===== config.mk =====
export PLATFORM = sky130hd
export DESIGN_NAME = oc_pulse_skip_guard
export DESIGN_NICKNAME = d
export VERILOG_FILES = /design/src/rtl/oc_skip_pkg.sv /design/src/rtl/oc_cycle_counter.sv /design/src/rtl/oc_skip_ctrl.sv /design/src/rtl/oc_out_regs.sv /design/src/rtl/oc_pulse_skip_guard.sv
export SDC_FILE = /design/constraint.sdc
export NUM_CORES = 1
export LEC_CHECK = 0
export BUFFER_PORTS_ARGS = -buffer_cell sky130_fd_sc_hd__buf_2
export CORE_MARGIN = 4
export CORE_UTILIZATION = 50
export CTS_CLUSTER_DIAMETER = 80
export DETAILED_ROUTE_END_ITERATION = 8
export HOLD_SLACK_MARGIN = 0.06
export PLACE_DENSITY_LB_ADDON = 0.12
export SYNTH_ARGS = -nofsm -noshare
export SYNTH_HDL_FRONTEND = slang
export SYNTH_SLANG_ARGS = --single-unit

===== constraint.sdc =====
create_clock -name clk -period 2.1 [get_ports clk]
set_input_delay 0.315 -clock clk [delete_from_list [all_inputs] [get_ports clk]]
set_output_delay 0.315 -clock clk [all_outputs]
set_load 0.05 [all_outputs]

===== src/rtl/oc_skip_pkg.sv =====
package oc_skip_pkg;
  typedef enum logic [1:0] {
    ST_IDLE  = 2'd0,
    ST_SKIP  = 2'd1,
    ST_WATCH = 2'd2
  } oc_state_t;
endpackage


===== src/rtl/oc_cycle_counter.sv =====
// Switching-period index counter; clear has priority over increment.
module oc_cycle_counter #(
  parameter int CNT_W = 5
) (
  input  logic             clk,
  input  logic             rst,
  input  logic             clr,
  input  logic             inc,
  output logic [CNT_W-1:0] cnt
);
  always_ff @(posedge clk) begin
    if (rst || clr) cnt <= '0;
    else if (inc)   cnt <= cnt + CNT_W'(1);
  end
endmodule


===== src/rtl/oc_skip_ctrl.sv =====
// Sequencer: idle -> skip (periods 0..SKIP) -> watch window -> idle or restart.
module oc_skip_ctrl
  import oc_skip_pkg::*;
#(
  parameter int SKIP_CYCLES  = 8,
  parameter int WATCH_CYCLES = 8,
  parameter int CNT_W        = 5
) (
  input  logic             clk,
  input  logic             rst,
  input  logic             cyc_start,
  input  logic             ilim_det,
  input  logic             ss_mask,
  input  logic [CNT_W-1:0] cnt,
  output oc_state_t        state,
  output logic             cnt_clr,
  output logic             cnt_inc,
  output logic             inh_set,
  output logic             inh_clr,
  output logic             fault_req
);
  localparam logic [CNT_W-1:0] WIN_FIRST = CNT_W'(SKIP_CYCLES + 1);
  localparam logic [CNT_W-1:0] WIN_LAST  = CNT_W'(SKIP_CYCLES + WATCH_CYCLES);

  oc_state_t        state_q, state_d;
  logic [CNT_W-1:0] nxt_idx;
  logic             in_window;

  assign nxt_idx   = cnt + CNT_W'(1);
  assign in_window = (nxt_idx >= WIN_FIRST);
  assign state     = state_q;

  always_comb begin
    state_d   = state_q;
    cnt_clr   = 1'b0;
    cnt_inc   = 1'b0;
    inh_set   = 1'b0;
    inh_clr   = 1'b0;
    fault_req = 1'b0;
    case (state_q)
      ST_IDLE: begin
        cnt_clr = 1'b1;
        if (cyc_start && ilim_det) begin
          state_d = ST_SKIP;
          inh_set = 1'b1;
        end
      end
      default: begin
        if (cyc_start) begin
          if (in_window && ilim_det) begin
            fault_req = !ss_mask;
            inh_set   = 1'b1;
            cnt_clr   = 1'b1;
            state_d   = ST_SKIP;
          end else if (nxt_idx == WIN_LAST) begin
            state_d = ST_IDLE;
            cnt_clr = 1'b1;
            inh_clr = 1'b1;
          end else begin
            cnt_inc = 1'b1;
            if (nxt_idx == WIN_FIRST) begin
              state_d = ST_WATCH;
              inh_clr = 1'b1;
            end
          end
        end
      end
    endcase
  end

  always_ff @(posedge clk) begin
    if (rst) state_q <= ST_IDLE;
    else     state_q <= state_d;
  end
endmodule


===== src/rtl/oc_out_regs.sv =====
// Registered outputs: set-dominant inhibit flop and a one-clock fault flop.
module oc_out_regs (
  input  logic clk,
  input  logic rst,
  input  logic inh_set,
  input  logic inh_clr,
  input  logic fault_req,
  output logic hs_inhibit,
  output logic oc_fault
);
  always_ff @(posedge clk) begin
    if (rst) begin
      hs_inhibit <= 1'b0;
      oc_fault   <= 1'b0;
    end else begin
      if (inh_set)      hs_inhibit <= 1'b1;
      else if (inh_clr) hs_inhibit <= 1'b0;
      oc_fault <= fault_req;
    end
  end
endmodule


===== src/rtl/oc_pulse_skip_guard.sv =====
module oc_pulse_skip_guard
  import oc_skip_pkg::*;
#(
  parameter int SKIP_CYCLES  = 8,
  parameter int WATCH_CYCLES = 8,
  parameter int CNT_W        = 5
) (
  input  logic clk,
  input  logic rst,
  input  logic cyc_start,
  input  logic ilim_det,
  input  logic ss_mask,
  output logic hs_inhibit,
  output logic oc_fault
);
  logic [CNT_W-1:0] cnt_w;
  oc_state_t        state_w;
  logic             busy_w;
  logic             cnt_clr, cnt_inc, inh_set, inh_clr, fault_req;

  assign busy_w = (state_w != ST_IDLE);

  oc_cycle_counter #(.CNT_W(CNT_W)) u_cnt (
    .clk (clk),
    .rst (rst),
    .clr (cnt_clr),
    .inc (cnt_inc),
    .cnt (cnt_w)
  );

  oc_skip_ctrl #(
    .SKIP_CYCLES (SKIP_CYCLES),
    .WATCH_CYCLES(WATCH_CYCLES),
    .CNT_W       (CNT_W)
  ) u_ctrl (
    .clk      (clk),
    .rst      (rst),
    .cyc_start(cyc_start),
    .ilim_det (ilim_det),
    .ss_mask  (ss_mask),
    .cnt      (cnt_w),
    .state    (state_w),
    .cnt_clr  (cnt_clr),
    .cnt_inc  (cnt_inc),
    .inh_set  (inh_set),
    .inh_clr  (inh_clr),
    .fault_req(fault_req)
  );

  oc_out_regs u_out (
    .clk       (clk),
    .rst       (rst),
    .inh_set   (inh_set),
    .inh_clr   (inh_clr),
    .fault_req (fault_req),
    .hs_inhibit(hs_inhibit),
    .oc_fault  (oc_fault)
  );
endmodule


==> metrics.txt <==
Worst Hold Class input port to flop; sequential share of the synthesized area 0.224; Cell Area, Synth 806 um^2; compound-gate portion of the synthesized area 0.315; fraction of registers with async set/reset 0; Total GRT Usage 0.180; vias post-DR 733; EDFF count, synth 0; Resize count post-CTS 0; Peak VDD IR 0.382 mV; final non-filler cell total 118; Yosys top cell area share 0.224; Pleak 0.000313 uW; deepest clock path buffer count 2; number of post-CTS setup repair buffers 0; synth unique cells 48; Post-Synth Simple-Gate Area 0.286; H-tree levels 1; clock-pin slew on the worst setup and hold paths 60 ps; DRC 0; CTS Buf Count 3; Die H 48.1 um; Avg Cell Area, Syn 8.57 um^2; Mapped Nets 102; initial core utilization 0.535; Die Wd 48.1 um; Syn-to-layout area delta 8.23%; vias per cell 6.21; area of the die 2320 um^2; total grt overflow 0; top cells by area, synth dfxtp_1, a21oi_1, ha_1; starting DRC count in detailed routing 22; CP Class flop to flop; TritonCTS clock tree yes; unrepaired setup endpoints after global routing no; vias in the first global route 646; root buffer cell clkbuf_4; largest family of logic cells by synthesized area compound AO/OA/AOI/OAI gates; nets 111; largest area contributor in the netlist dfxtp_1; Antenna Nets Post-Route 0; Final Hold Vio Count 0; Pwr Total 350 uW; placed cells 114; CP startpoint kind flop; number of I/O port buffers 6; CP max FO 7; Post-Synth XOR/XNOR Area 0.0326; relative slew slack 0.698; DP Area 838 um^2; DP Wirelength 1.30 mm; Critical Path Sink Type flop; num rows 14; largest net degree at the start of global routing 17; min Tclk post-route 1960 ps; clk_lat worst skew 260 ps; initial antenna violation count 0; synth warn 0; first-pass GRT wire length 2.91 mm; status finished, final reports clean; fin util 0.579; prevailing post-synth register cell dfxtp_1; Adder-Cell Fraction of Synth Area 0.0466; Final Cycle Share 0.933; max-slew violation count 0; total of max-cap violations 0; TNS Setup 0 ps; #FFs+latches synth 9; Crit path required time 2260 ps; most common cell after layout, fill and taps aside a21oi_1; core area 1510 um^2; diode count 0; Final Skew 1.60 ps; pwr dens 401 nW/um^2; FMAX 0.510 GHz; mux cell area share after synthesis 0; WL final 1.74 mm; Clock Sinks 9; share of cells above drive strength 1 0.324; Synth Instances 94; Worst EP arrival 2120 ps; Final Cell Area 872 um^2; # setup viols final 0; gp weighted congestion 0.842; 1st-pass router iterations 4; routed length per placed instance 14.7 um; I/O pin cnt 7; Hold Buf Count CTS 0; Worst-Margin Slew 452 ps; most frequent cells in the layout a21oi_1, nor2_1, dfxtp_1
==> state kept, by name, indices dropped and copies added (netlist names) <==
register and cells:
u_out.oc_fault 1, u_cnt.cnt 5, u_ctrl.state 2, u_out.hs_inhibit 1
==> power by group <==
part	switching (uW)	internal [uW]	total, uW	leakage [uW]
clock	58.6	73.1	132	0.0000150
sequential	3.31	175	178	0.0000740
combinational	25.0	15.1	40.0	0.000224
==> cell usage after synthesis, drive strengths merged (2+ instances only) <==
master   instances
a21oi            9
dfxtp            9
nor2             8
buf              7
nand2            7
and3             4
inv              4
a31oi            3
ha               3
nand2b           3
nand4b           3
o211ai           3
a2111oi          2
a311o            2
a32oi            2
and2             2
nand3            2
o21ai            2
xor2             2
==> worst paths after layout <==
path,startpoint,end,slack [ps],depth (start not counted)
max,u_cnt.cnt[0],u_ctrl.state[1],140,7
min,rst,u_ctrl.state[0],300,2
max reg2reg,u_cnt.cnt[0],u_ctrl.state[1],140,7
min reg2reg,u_ctrl.state[0],u_ctrl.state[0],480,2
==> critical path, cell delays in order, from the launching register on <==
cell,delay (ps)
dfxtp_2,370
inv_2,60
ha_1,240
a2111oi_2,410
a311o_2,200
a21boi_2,100
and2_4,190
a2111oi_4,300
==> cell type report <==
class                   instances  area [um^2]
flip-flops and latches          9          183
fillers                       133          634
repair buffers                 12         75.1
inverters                       4         15.0
well taps                      16         20.0
clock buffers                   4         26.3
multi-input cells              73          553
==> per-layer routing <==
layer	part of all wire	track usage	wire length [um]	up-vias
met5	0	0	0	-
met4	0.018	0.0806	31	0
met3	0.042	0.0332	73	4
met2	0.47	0.273	822	17
met1	0.47	0.244	810	343
li1	-	-	-	369
==> logic make-up (layout without fill, tap and decap cells) <==
| kind of cell | Yosys count | after routing |
|---|---|---|
| adders and majority gates | 3 | 3 |
| buffers and inverters | 12 | 20 |
| xor gates and xnor gates | 3 | 3 |
| AOI/OAI and AO/OA | 30 | 30 |
| DFF | 9 | 9 |
| and+or+nand+nor | 37 | 37 |
==> through the flow <==
stage               hold slack (ps)  setup WS, ps
finish                          297           141
global route                    302          11.4
CTS                             293           111
detailed placement              474           122
global placement                466           142
floorplan                       384          69.0
Power figures use the tool's default switching activity.
